==> config.mk <==
export PLATFORM = sky130hd
export DESIGN_NAME = antenna_duty_regulator
export DESIGN_NICKNAME = d
export VERILOG_FILES = /design/src/rtl/adr_pkg.sv /design/src/rtl/adr_ctrl.sv /design/src/rtl/adr_datapath.sv /design/src/rtl/antenna_duty_regulator.sv
export SDC_FILE = /design/constraint.sdc
export NUM_CORES = 1
export LEC_CHECK = 0
export CAP_MARGIN = 20
export CORE_ASPECT_RATIO = 1.1
export CORE_MARGIN = 2
export CORE_UTILIZATION = 60
export DETAILED_ROUTE_END_ITERATION = 6
export GPL_ROUTABILITY_DRIVEN = 0
export PLACE_DENSITY = 0.83
export SLEW_MARGIN = 40
export SYNTH_ARGS = -nofsm -noshare
export SYNTH_HDL_FRONTEND = slang
export SYNTH_SLANG_ARGS = --single-unit
==> constraint.sdc <==
create_clock -name clk -period 4 [get_ports clk]
set_input_delay 0.4 -clock clk [delete_from_list [all_inputs] [get_ports clk]]
set_output_delay 0.4 -clock clk [all_outputs]
set_load 0.01 [all_outputs]
==> src/rtl/adr_pkg.sv <==
package adr_pkg;
  typedef struct packed {
    logic active;     // burst enabled this tick
    logic periodEnd;  // last tick of a carrier period: sample flags
    logic reload;     // enable low: restore start-of-burst state
  } adrStrobe_t;
endpackage

==> src/rtl/adr_ctrl.sv <==
module adr_ctrl
  import adr_pkg::*;
#(
  parameter int PERIOD = 32,
  localparam int PW = $clog2(PERIOD)
) (
  input  logic          clk,
  input  logic          rstN,
  input  logic          enable,
  output adrStrobe_t    strobe,
  output logic [PW-1:0] phase
);
  localparam logic [PW-1:0] LAST = PW'(PERIOD - 1);

  logic [PW-1:0] phaseQ;

  always_ff @(posedge clk or negedge rstN) begin
    if (!rstN)                phaseQ <= '0;
    else if (!enable)         phaseQ <= '0;
    else if (phaseQ == LAST)  phaseQ <= '0;
    else                      phaseQ <= phaseQ + PW'(1);
  end

  always_comb begin
    strobe.active    = enable;
    strobe.periodEnd = enable && (phaseQ == LAST);
    strobe.reload    = !enable;
  end

  assign phase = phaseQ;

  AST_PHASE_RESTART: assert property (@(posedge clk) disable iff (!rstN)
    !enable |=> (phaseQ == '0));

  AST_PHASE_WRAP: assert property (@(posedge clk) disable iff (!rstN)
    (enable && phaseQ == LAST) |=> (phaseQ == '0));
endmodule

==> src/rtl/adr_datapath.sv <==
module adr_datapath
  import adr_pkg::*;
#(
  parameter int PERIOD    = 32,
  parameter int DUTY_MIN  = 2,
  parameter int RAMP_STEP = 3,
  parameter int DOWN_STEP = 1,
  localparam int PW   = $clog2(PERIOD),
  localparam int HALF = PERIOD / 2,
  localparam int DW   = $clog2(HALF + 1)
) (
  input  logic          clk,
  input  logic          rstN,
  input  adrStrobe_t    strobe,
  input  logic [PW-1:0] phase,
  input  logic          aboveRef,
  input  logic          aboveRef20,
  output logic          hsOn,
  output logic          lsOn,
  output logic [DW-1:0] duty
);
  localparam logic [DW:0]   HALF_W = (DW+1)'(HALF);
  localparam logic [DW:0]   MIN_W  = (DW+1)'(DUTY_MIN);
  localparam logic [DW:0]   RAMP_W = (DW+1)'(RAMP_STEP);
  localparam logic [DW:0]   DOWN_W = (DW+1)'(DOWN_STEP);
  localparam logic [DW-1:0] INIT_D = DW'(HALF / 2);

  logic [DW-1:0] dutyQ, dutyNext, upDuty, downDuty;
  logic [DW:0]   upSum;
  logic          skipQ;
  logic [PW:0]   phaseExt, dutyExt, lsStart;
  logic          hsNext, lsNext;

  // duty update rule, applied once per carrier period
  always_comb begin
    upSum    = {1'b0, dutyQ} + RAMP_W;
    upDuty   = (upSum > HALF_W) ? HALF_W[DW-1:0] : upSum[DW-1:0];
    downDuty = ({1'b0, dutyQ} <= (MIN_W + DOWN_W)) ? MIN_W[DW-1:0]
                                                   : dutyQ - DOWN_W[DW-1:0];
    if (aboveRef20 || aboveRef) dutyNext = downDuty;
    else                        dutyNext = upDuty;
  end

  always_ff @(posedge clk or negedge rstN) begin
    if (!rstN) begin
      dutyQ <= INIT_D;
      skipQ <= 1'b0;
    end else if (strobe.reload) begin
      dutyQ <= INIT_D;
      skipQ <= 1'b0;
    end else if (strobe.periodEnd) begin
      dutyQ <= dutyNext;
      skipQ <= aboveRef20;
    end
  end

  // gate pattern: high side at 1..D, dead tick, low side at D+2..PERIOD-1, dead tick at 0
  always_comb begin
    phaseExt = {1'b0, phase};
    dutyExt  = (PW+1)'(dutyQ);
    lsStart  = dutyExt + (PW+1)'(2);
    hsNext   = strobe.active && !skipQ &&
               (phaseExt >= (PW+1)'(1)) && (phaseExt <= dutyExt);
    lsNext   = strobe.active && (phaseExt >= lsStart);
  end

  always_ff @(posedge clk or negedge rstN) begin
    if (!rstN) begin
      hsOn <= 1'b0;
      lsOn <= 1'b0;
    end else begin
      hsOn <= hsNext;
      lsOn <= lsNext;
    end
  end

  assign duty = dutyQ;

  AST_NO_OVERLAP: assert property (@(posedge clk) disable iff (!rstN)
    !(hsOn && lsOn));

  AST_DEAD_BEFORE_HS: assert property (@(posedge clk) disable iff (!rstN)
    $rose(hsOn) |-> !$past(lsOn));

  AST_DEAD_BEFORE_LS: assert property (@(posedge clk) disable iff (!rstN)
    $rose(lsOn) |-> !$past(hsOn));

  AST_DUTY_RANGE: assert property (@(posedge clk) disable iff (!rstN)
    ({1'b0, dutyQ} >= MIN_W) && ({1'b0, dutyQ} <= HALF_W));

  AST_DUTY_HOLD: assert property (@(posedge clk) disable iff (!rstN)
    (strobe.active && !strobe.periodEnd) |=> $stable(dutyQ));

  AST_SKIP_SILENT: assert property (@(posedge clk) disable iff (!rstN)
    skipQ |=> !hsOn);

  AST_RELOAD: assert property (@(posedge clk) disable iff (!rstN)
    strobe.reload |=> (dutyQ == INIT_D && !hsOn && !lsOn && !skipQ));
endmodule

==> src/rtl/antenna_duty_regulator.sv <==
module antenna_duty_regulator #(
  parameter int PERIOD    = 32,
  parameter int DUTY_MIN  = 2,
  parameter int RAMP_STEP = 3,
  parameter int DOWN_STEP = 1,
  localparam int PW = $clog2(PERIOD),
  localparam int DW = $clog2(PERIOD / 2 + 1)
) (
  input  logic          clk,
  input  logic          rstN,
  input  logic          enable,
  input  logic          aboveRef,
  input  logic          aboveRefPlus20,
  output logic          hsGate,
  output logic          lsGate,
  output logic [DW-1:0] dutyLevel
);
  adr_pkg::adrStrobe_t strobe;
  logic [PW-1:0]       phase;

  adr_ctrl #(.PERIOD(PERIOD)) ctrl_i (
    .clk    (clk),
    .rstN   (rstN),
    .enable (enable),
    .strobe (strobe),
    .phase  (phase)
  );

  adr_datapath #(
    .PERIOD    (PERIOD),
    .DUTY_MIN  (DUTY_MIN),
    .RAMP_STEP (RAMP_STEP),
    .DOWN_STEP (DOWN_STEP)
  ) dp_i (
    .clk        (clk),
    .rstN       (rstN),
    .strobe     (strobe),
    .phase      (phase),
    .aboveRef   (aboveRef),
    .aboveRef20 (aboveRefPlus20),
    .hsOn       (hsGate),
    .lsOn       (lsGate),
    .duty       (dutyLevel)
  );
endmodule

==> results.py, run 1 <==
metrics = {
    "pwr": {
        "leakage_nw": 0.5388,
        "power_density_nw_per_um2": 204.1,
        "ir_worst_vdd_mv": 0.1657,
        "power_uw": 259.5,
    },
    "worst_setup_path": {
        "required_ns": 4.15,
        "start_kind": "flop",
        "crit_slowest_cell": "a2111oi_2",
        "crit_path_max_fanout": 7,
        "critPathCaptureType": "flop",
        "r2r_cells": 7,
        "path_cells": "inv_1 > ha_1 > nand3b_1 > nor2_1 > a21oi_1 > a2111oi_2 > o22ai_1",
        "r2r_setup_slack_ns": 1.79,
        "crit_buf_inv": 1,
        "arrival_ns": 2.36,
        "r2r-end": "dp_i.duty[2]",
        "cp_slowest_stage_delay_ns": 0.50,
        "r2r-start": "dp_i.duty[1]",
        "path_class": "reg2reg",
        "critical_path.top_delay_family": "compound AO/OA/AOI/OAI gates",
    },
    "global_route": {
        "grt.total_usage_pct": 24.62,
        "grt_first_pass_wirelength_um": 4064,
        "grt_antenna_before_repair": 0,
        "grt_max_degree": 14,
        "overflow": 0,
        "grt_pass1_vias": 907,
    },
    "placement": {
        "dpl_cell_area_um2": 1245,
        "dp_cells": 149,
        "place_hpwl_um": 1775,
        "io_buffers": 11,
    },
    "logic_synthesis": {
        "synthTopCellsByCount": "ha_1 (20), dfrtp_1 (12), nand2_1 (9), nor2_1 (9), inv_1 (8)",
        "synthArstFlopShare_pct": 100.0,
        "ys_ff_latch": 13,
        "synth_cell_types": 39,
        "synth.largest_area_cell": "dfrtp_1",
        "yosys_most_used_dff": "dfrtp_1",
        "syn_nets": 150,
        "synth_area_um2": 1154,
        "ys_seq_area_share_pct": 28.31,
        "synth.top_cells.by_area": "dfrtp_1 (26%), ha_1 (22%), xnor2_1 (3.8%), nand2_1 (2.9%), nor2_1 (2.9%)",
        "synth_edf_count": 0,
        "synthMostInstantiatedCell": "ha_1",
        "synth_cells": 125,
        "yosysWarnings": 0,
        "synth_top_area_share_pct": 26.03,
        "synth_area_per_cell_um2": 9.229,
    },
    "cells_and_area": {
        "nNetsFinal": 161,
        "areaGrowthSynthToFinish_pct": 10.20,
        "multi_input_area_um2": 750.7,
        "num_antenna_cells": 0,
        "finalNonFillerCells": 153,
        "regArea_um2": 326.6,
        "nFillCells": 142,
        "design_area_um2": 1271,
        "drive_gt1_share_pct": 8.148,
    },
    "floorplan": {
        "die_area_um2": 2290,
        "coreArea_um2": 1802,
        "die_width_um": 45.81,
        "start_util_pct": 64.03,
        "die_height_um": 49.99,
        "ios": 12,
        "core.rowCount": 16,
    },
    "clocking": {
        "numCtsBuffers": 3,
        "clk_latency_ns": 0.29,
        "htree_num_levels": 1,
        "path_clk_slew_ns": 0.09,
        "ctsRootBufferMaster": "clkbuf_4",
        "cts_setup_buffers": 0,
        "cts.sinks": 13,
        "cts.path.max_buffers": 2,
        "hold_buffers": 0,
        "tritoncts": "built",
        "cts-resized-gates": 0,
    },
    "status": {
        "status": "completed",
    },
    "hold_path": {
        "hp-class": "in2async",
    },
    "drt": {
        "dr.pass1.iters": 4,
        "drtAntennaViolNets": 0,
        "routed_wl_um": 2339,
        "drt_drc_violations_left": 0,
        "vias": 930,
        "wl_per_cell_um": 15.29,
        "drt_iter0_markers": 11,
        "vias_per_cell": 6.078,
    },
    "sta": {
        "skew_ns": 0.01369,
        "relSlewSlack_pct": 59.40,
        "min_period_ns": 2.214,
        "fin_crit_sh_pct": 55.35,
        "setup_tns_ns": 0,
        "worstMarginPinSlew_ns": 0.6071,
        "fmax_mhz": 451.6,
        "drv_slew": 0,
        "setup_violations": 0,
        "hold_viol_final": 0,
        "rsz0062_at_grt": "no",
    },
    "run": {
        "drv_cap": 0,
    },
}
[registers in the layout, summed over array words and instances, names as in the netlist]
register and flops:
dp_i.skipQ 1, dp_i.hsOn 1, ctrl_i.phase 5, dp_i.lsOn 1, dp_i.duty 5
[cells in the final DEF, fill, tap and decap left out, types with 3 or more instances in the layout]
cell,Yosys,final
nor2_1,9,9
clkdlybuf4s50_1,0,11
xnor2_1,5,5
a21oi_1,4,4
nand3_1,4,4
o21a_1,3,3
clkbuf_4,0,3
ha_1,20,20
dfrtp_1,12,12
inv_1,8,8
nand2_1,9,9
nor3_1,4,4
o21ai_0,5,5
o22ai_1,4,4
[cell families after synthesis]
family          after synthesis  share of synthesized area (%)
mux                           1                         0.8677
compound gates               28                          16.92
flops                        13                          28.31
fa+ha+maj                    20                          21.69
xor+xnor                      6                          4.555
buf+inv                      14                          6.616
simple gates                 43                          21.04
[worst max-delay path by stage]
stage                    to  slack [ns]  cells after the start          from
3_3_place_gp   dp_i.duty[1]        1.91                      7  dp_i.duty[1]
2_1_floorplan  dp_i.duty[1]        2.06                      7  dp_i.duty[1]
5_1_grt        dp_i.duty[1]        1.57                      7  dp_i.duty[1]
3_5_place_dp   dp_i.duty[2]        1.81                      7  dp_i.duty[1]
6_report       dp_i.duty[2]        1.79                      7  dp_i.duty[1]
4_1_cts        dp_i.duty[2]        1.79                      7  dp_i.duty[1]
[metal layers]
metal / track usage [%] / part of all wire, %
met2: 39.91 / 51
met1: 30.95 / 44
met3: 5.861 / 3.4
met4: 9.048 / 1.5
met5: 0 / 0
[per-stage QoR]
| step | utilization [%] | worst slack (ns) | hold WS (ns) |
|---|---|---|---|
| 2_1_floorplan | - | 2.056 | 0.1044 |
| 3_3_place_gp | 69.10 | 1.913 | 0.4379 |
| 6_report | 70.56 | 1.786 | 0.4798 |
| 3_5_place_dp | 69.10 | 1.811 | 0.4463 |
| 5_1_grt | 70.56 | 1.573 | 0.4939 |
| 4_1_cts | 70.56 | 1.791 | 0.4746 |
[layout make-up]
| class | instances | area share, % |
|---|---|---|
| timing repair buffer | 11 | 8.661 |
| clock buffer | 4 | 2.067 |
| sequential | 13 | 25.69 |
| tap | 18 | 1.772 |
| inverter | 9 | 2.756 |
| multi-input combinational | 98 | 59.06 |
[power by group]
| group | switching, mW | internal [mW] | total [mW] | leakage (nW) |
|---|---|---|---|---|
| Sequential | 0.00485 | 0.135 | 0.140 | 0.174 |
| Clock | 0.0472 | 0.0389 | 0.0861 | 0.0150 |
| Combinational | 0.0175 | 0.0160 | 0.0335 | 0.350 |
| Total | 0.0696 | 0.190 | 0.259 | 0.539 |
Power figures use the tool's default switching activity.
==> run 2: changes to the inputs <==
Settings changed: CORE_UTILIZATION 60 to 50, PLACE_DENSITY 0.83 to 0.73.
Clock period 4 ns to 1.91 ns, I/O delays scaled along.
==> run 2 against run 1 <==
  * Sequential share of layout area down 3.4 points
  * Core utilization down 3.4 points
  * Critical path depth down 1
  * Critical endpoint is now dp_i.duty[3]
  * Worst setup slack worse by 1.7 ns
  * Sequential power up 110%
  * Design area up 17%
  * Global-route usage down 3.2 points
  * Clock skew down 0.0052 ns
  * Count of clock-buffer cells in the layout unchanged
  * Via count up 8.2%
  * First-iteration DRC count up 110%
  * Register-to-register slack worse by 1.7 ns
==> results.py, run 2 (same netlist as run 1, synthesis figures left out) <==
metrics = {
    "status": {
        "status": "completed",
    },
    "worst_setup_path": {
        "path_cells": "buf_4 > ha_1 > nand3b_1 > a31oi_2 > and4_1 > or4_1",
        "arrival_ns": 2.06,
        "r2r_cells": 6,
        "r2r-end": "dp_i.duty[3]",
        "critical_path.top_delay_family": "simple AND/OR/NAND/NOR gates",
        "crit_buf_inv": 1,
        "cp_slowest_stage_delay_ns": 0.51,
        "r2r_setup_slack_ns": 0.06,
        "start_kind": "flop",
        "required_ns": 2.12,
        "path_class": "reg2reg",
        "r2r-start": "dp_i.duty[1]",
        "crit_slowest_cell": "or4_1",
        "crit_path_max_fanout": 4,
        "critPathCaptureType": "flop",
    },
    "floorplan": {
        "coreArea_um2": 2207,
        "core.rowCount": 18,
        "start_util_pct": 52.27,
        "die_width_um": 49.80,
        "ios": 12,
        "die_height_um": 54.38,
        "die_area_um2": 2708,
    },
    "run": {
        "drv_cap": 0,
    },
    "clocking": {
        "clk_latency_ns": 0.28,
        "ctsRootBufferMaster": "clkbuf_4",
        "path_clk_slew_ns": 0.10,
        "hold_buffers": 0,
        "cts.sinks": 13,
        "cts.path.max_buffers": 2,
        "numCtsBuffers": 3,
        "htree_num_levels": 1,
        "tritoncts": "built",
    },
    "sta": {
        "skew_ns": 0.008514,
        "worstMarginPinSlew_ns": 0.6280,
        "whs_ns": 0.2885,
        "hold_viol_final": 0,
        "drv_slew": 0,
        "relSlewSlack_pct": 58.00,
        "fin_crit_sh_pct": 96.75,
        "min_period_ns": 1.848,
        "fmax_mhz": 541.1,
        "setup_violations": 0,
    },
    "global_route": {
        "grt_pass1_vias": 948,
        "grt_first_pass_wirelength_um": 4319,
        "overflow": 0,
        "grt_antenna_before_repair": 0,
        "grt.total_usage_pct": 21.39,
        "grt_max_degree": 14,
    },
    "placement": {
        "place_hpwl_um": 2074,
        "dpl_cell_area_um2": 1383,
        "dp_cells": 177,
        "io_buffers": 11,
    },
    "drt": {
        "wl_per_cell_um": 14.54,
        "drtAntennaViolNets": 0,
        "drt_iter0_markers": 23,
        "drt_drc_violations_left": 0,
        "dr.pass1.iters": 4,
        "routed_wl_um": 2661,
        "vias_per_cell": 5.497,
        "vias": 1006,
    },
    "cells_and_area": {
        "areaGrowthSynthToFinish_pct": 28.42,
        "num_antenna_cells": 0,
        "nFillCells": 181,
        "finalNonFillerCells": 183,
        "design_area_um2": 1481,
        "drive_gt1_share_pct": 25.49,
        "nNetsFinal": 179,
        "layout_common_cells": "ha_1 (17), buf_4 (17), clkdlybuf4s50_1 (11)",
    },
    "pwr": {
        "leakage_nw": 0.6230,
        "power_density_nw_per_um2": 379.6,
        "ir_worst_vdd_mv": 0.3725,
    },
    "hold_path": {
        "hp-class": "in2async",
    },
}
[run 2: cell count changes in the layout (fill, tap and decap cells not counted), moves of 2 or more]
| cell | change |
|---|---|
| inv_1 | -2 |
| ha_4 | +2 |
| dfrtp_2 | +3 |
| buf_4 | +17 |
| dfrtp_1 | -3 |
| ha_1 | -3 |
| inv_2 | +2 |
[run 2: worst max path at each step]
stage,from,endpoint,slack [ns],depth (start not counted)
2_1_floorplan,dp_i.duty[1],dp_i.duty[1],0.05,7
3_3_place_gp,dp_i.duty[0],dp_i.duty[2],0.04,8
3_5_place_dp,dp_i.duty[1],dp_i.duty[2],-0.08,7
4_1_cts,dp_i.duty[0],dp_i.duty[2],0.01,8
5_1_grt,dp_i.duty[0],dp_i.duty[2],-0.007,8
6_report,dp_i.duty[1],dp_i.duty[3],0.06,6
[run 2: what timing repair did]
item | in CTS | in global routing
pin swaps | 0 | 7
setup buffers | 0 | 2
gates resized for setup | 3 | 8
setup endpoints to repair | 3 | 5
[run 2: metrics by stage]
stage	total power, mW	setup slack [ns]	util [%]	setup TNS, ns
4_1_cts	0.5668	0.009672	64.80	0
6_report	0.5623	0.06208	67.12	0
2_1_floorplan	0.3339	0.04624	-	0
3_5_place_dp	0.3786	-0.07966	62.64	-0.2170
5_1_grt	0.5929	-0.006856	67.12	-0.007375
3_3_place_gp	0.3756	0.04457	62.64	0
[run 2: layout make-up]
type	count	area, µm²	area share [%]
Clock buffer	4	26.28	1.774
Inverter	9	35.03	2.365
Multi-Input combinational cell	98	803.3	54.22
Sequential cell	13	330.3	22.30
Tap cell	30	37.54	2.534
Timing Repair Buffer	29	249.0	16.81
[run 2: metal layers]
layer	share of wire [%]	global-route usage, %	routed length, µm	up-vias
li1	-	-	-	507
met1	45	24.75	1209	474
met2	50	38.89	1322	19
met3	2.9	3.825	78	6
met4	1.9	10.19	51	0
met5	0	0	0	-
[run 2: report_power, final]
part           internal [mW]  switching [mW]  leakage (nW)
Combinational         0.0449          0.0459         0.439
Clock                 0.0810           0.103        0.0150
Sequential             0.283         0.00505         0.169
==> run 3: changes to the inputs <==
Settings changed: CORE_UTILIZATION 50 to 60, PLACE_DENSITY 0.73 to 0.83.
Clock period 1.91 ns to 2.35 ns, I/O delays scaled along.
==> run 3 against run 2 <==
  * First-iteration DRC count fell by 8.7%
  * Combinational power fell by 35%
  * Die area fell by 15%
  * Core utilization rose by 5.4 points
  * Power fell by 22%
  * Hold slack improved by 0.043 ns
  * Fmax fell by 14%
  * Count of clock-buffer cells in the layout did not move
  * Worst setup slack improved by 0.13 ns
  * Global-route usage rose by 5.6 points
  * Sequential share of layout area rose by 2.7 points
  * Largest cell class unchanged
  * Highest routed layer unchanged
==> results.py, run 3 (same netlist as run 1, synthesis figures left out) <==
metrics = {
    "placement": {
        "place_hpwl_um": 2050,
        "io_buffers": 11,
        "dp_slack_ns": 0.1202,
        "dp_cells": 152,
    },
    "clocking": {
        "cts.sinks": 13,
        "ctsRootBufferMaster": "clkbuf_4",
        "cts_setup_buffers": 0,
        "htree_num_levels": 1,
        "cts.path.max_buffers": 2,
        "hold_buffers": 0,
        "numCtsBuffers": 3,
        "cts-resized-gates": 0,
        "tritoncts": "built",
        "path_clk_slew_ns": 0.09,
        "clk_latency_ns": 0.28,
    },
    "sta": {
        "drv_slew": 0,
        "fmax_mhz": 463.1,
        "setup_tns_ns": 0,
        "skew_ns": 0.01128,
        "worst_slack_ns": 0.1906,
        "rsz0062_at_grt": "no",
        "setup_violations": 0,
        "min_period_ns": 2.159,
        "hold_viol_final": 0,
        "relSlewSlack_pct": 58.91,
        "fin_crit_sh_pct": 91.89,
        "worstMarginPinSlew_ns": 0.6144,
        "whs_ns": 0.3311,
    },
    "pwr": {
        "pwr-share-seq_pct": 54.0,
        "switching_share_pct": 26.71,
        "power_density_nw_per_um2": 337.2,
        "p_switching_uw": 117.6,
        "leakage_nw": 0.5553,
        "p_int_uw": 322.8,
        "ir_worst_vdd_mv": 0.3658,
        "pwr-share-comb_pct": 13.4,
        "clkPwrFrac_pct": 32.6,
    },
    "drt": {
        "drtAntennaViolNets": 0,
        "drt_drc_violations_left": 0,
        "vias_per_cell": 6.333,
        "drt_iter0_markers": 21,
        "routed_wl_um": 2695,
        "dr.pass1.iters": 4,
        "wl_per_cell_um": 17.28,
        "vias": 988,
    },
    "hold_path": {
        "hp-class": "in2async",
    },
    "global_route": {
        "grt_first_pass_wirelength_um": 4505,
        "overflow": 0,
        "grt_pass1_vias": 974,
        "grt.total_usage_pct": 27.01,
        "grt_antenna_before_repair": 0,
        "grt_max_degree": 14,
    },
    "floorplan": {
        "core.rowCount": 16,
        "start_util_pct": 64.03,
        "die_width_um": 45.81,
        "coreArea_um2": 1802,
        "die_area_um2": 2290,
        "ios": 12,
        "die_height_um": 49.99,
    },
    "cells_and_area": {
        "drive_gt1_share_pct": 10.14,
        "num_antenna_cells": 0,
        "areaGrowthSynthToFinish_pct": 13.23,
        "nFillCells": 140,
        "regArea_um2": 326.6,
        "finalNonFillerCells": 156,
        "final_common_cell": "ha_1",
        "layout_common_cells": "ha_1 (20), dfrtp_1 (12), clkdlybuf4s50_1 (11), nor2_1 (9), nand2_1 (9)",
        "nNetsFinal": 164,
        "multi_input_area_um2": 763.2,
    },
    "worst_setup_path": {
        "arrival_ns": 2.30,
        "path_class": "reg2reg",
        "cp_slowest_stage_delay_ns": 0.47,
        "path_cells": "inv_1 > ha_1 > nor3b_1 > nand2_1 > o21ai_0 > a2111oi_4 > o22ai_1",
        "crit_slowest_cell": "dfrtp_1",
        "critPathCaptureType": "flop",
        "start_kind": "flop",
        "required_ns": 2.49,
        "crit_path_max_fanout": 7,
    },
    "run": {
        "drv_cap": 0,
    },
    "status": {
        "status": "completed",
    },
}
-- run 3: changes by cell type in the layout (fill, tap and decap cells not counted), sizes merged --
cell and change:
buf -15
-- run 3: power by group through the flow --
stage / clock (mW) / sequential [mW] / combinational (mW)
floorplan: 0 / 0.241 / 0.0303
global placement: 0 / 0.241 / 0.0551
detailed placement: 0 / 0.242 / 0.0582
CTS: 0.145 / 0.238 / 0.0587
global route: 0.156 / 0.239 / 0.0651
finish: 0.143 / 0.238 / 0.0592
-- run 3: worst paths after layout --
path / start / endpoint / slack (ns) / depth (start not counted)
worst min-delay path: rstN / ctrl_i.phase[3] / 0.33 / 1
max in group asynchronous: rstN / dp_i.duty[0] / 1.61 / 1
worst max register to register: dp_i.duty[1] / dp_i.duty[1] / 0.19 / 7
min in group clk: dp_i.skipQ / dp_i.hsOn / 0.48 / 1
worst min register to register: dp_i.skipQ / dp_i.hsOn / 0.48 / 1
worst max-delay path: dp_i.duty[1] / dp_i.duty[1] / 0.19 / 7
-- run 3: area by class of cell --
class	count	share of cell area, %
clock buffers	4	2.011
inverters	9	2.682
multi-input cells	98	58.43
flip-flops and latches	13	25.00
well taps	18	1.724
repair buffers	14	10.15
-- run 3: through the flow --
step / power (mW) / area, µm² / util, %
final: 0.4405 / 1306 / 72.50
after floorplan: 0.2714 / 1154 / -
after global routing: 0.4608 / 1306 / 72.50
after CTS: 0.4413 / 1294 / 71.81
after global placement: 0.2965 / 1267 / 70.35
after detailed placement: 0.3004 / 1267 / 70.35
-- run 3: worst max-delay path, delay by kind of cell, from the launching register on --
family          cells  cell delay (ns)
compound gates      3             0.76
simple gates        2             0.26
fa+ha+maj           1             0.34
flops               1             0.47
buf+inv             1             0.19
-- run 3: metal layers --
layer,vias up,share of wire (%),track usage (%)
li1,477,-,-
met1,473,42,33.64
met2,32,52,46.24
met3,6,4.0,4.396
met4,0,2.0,8.095
met5,-,0,0
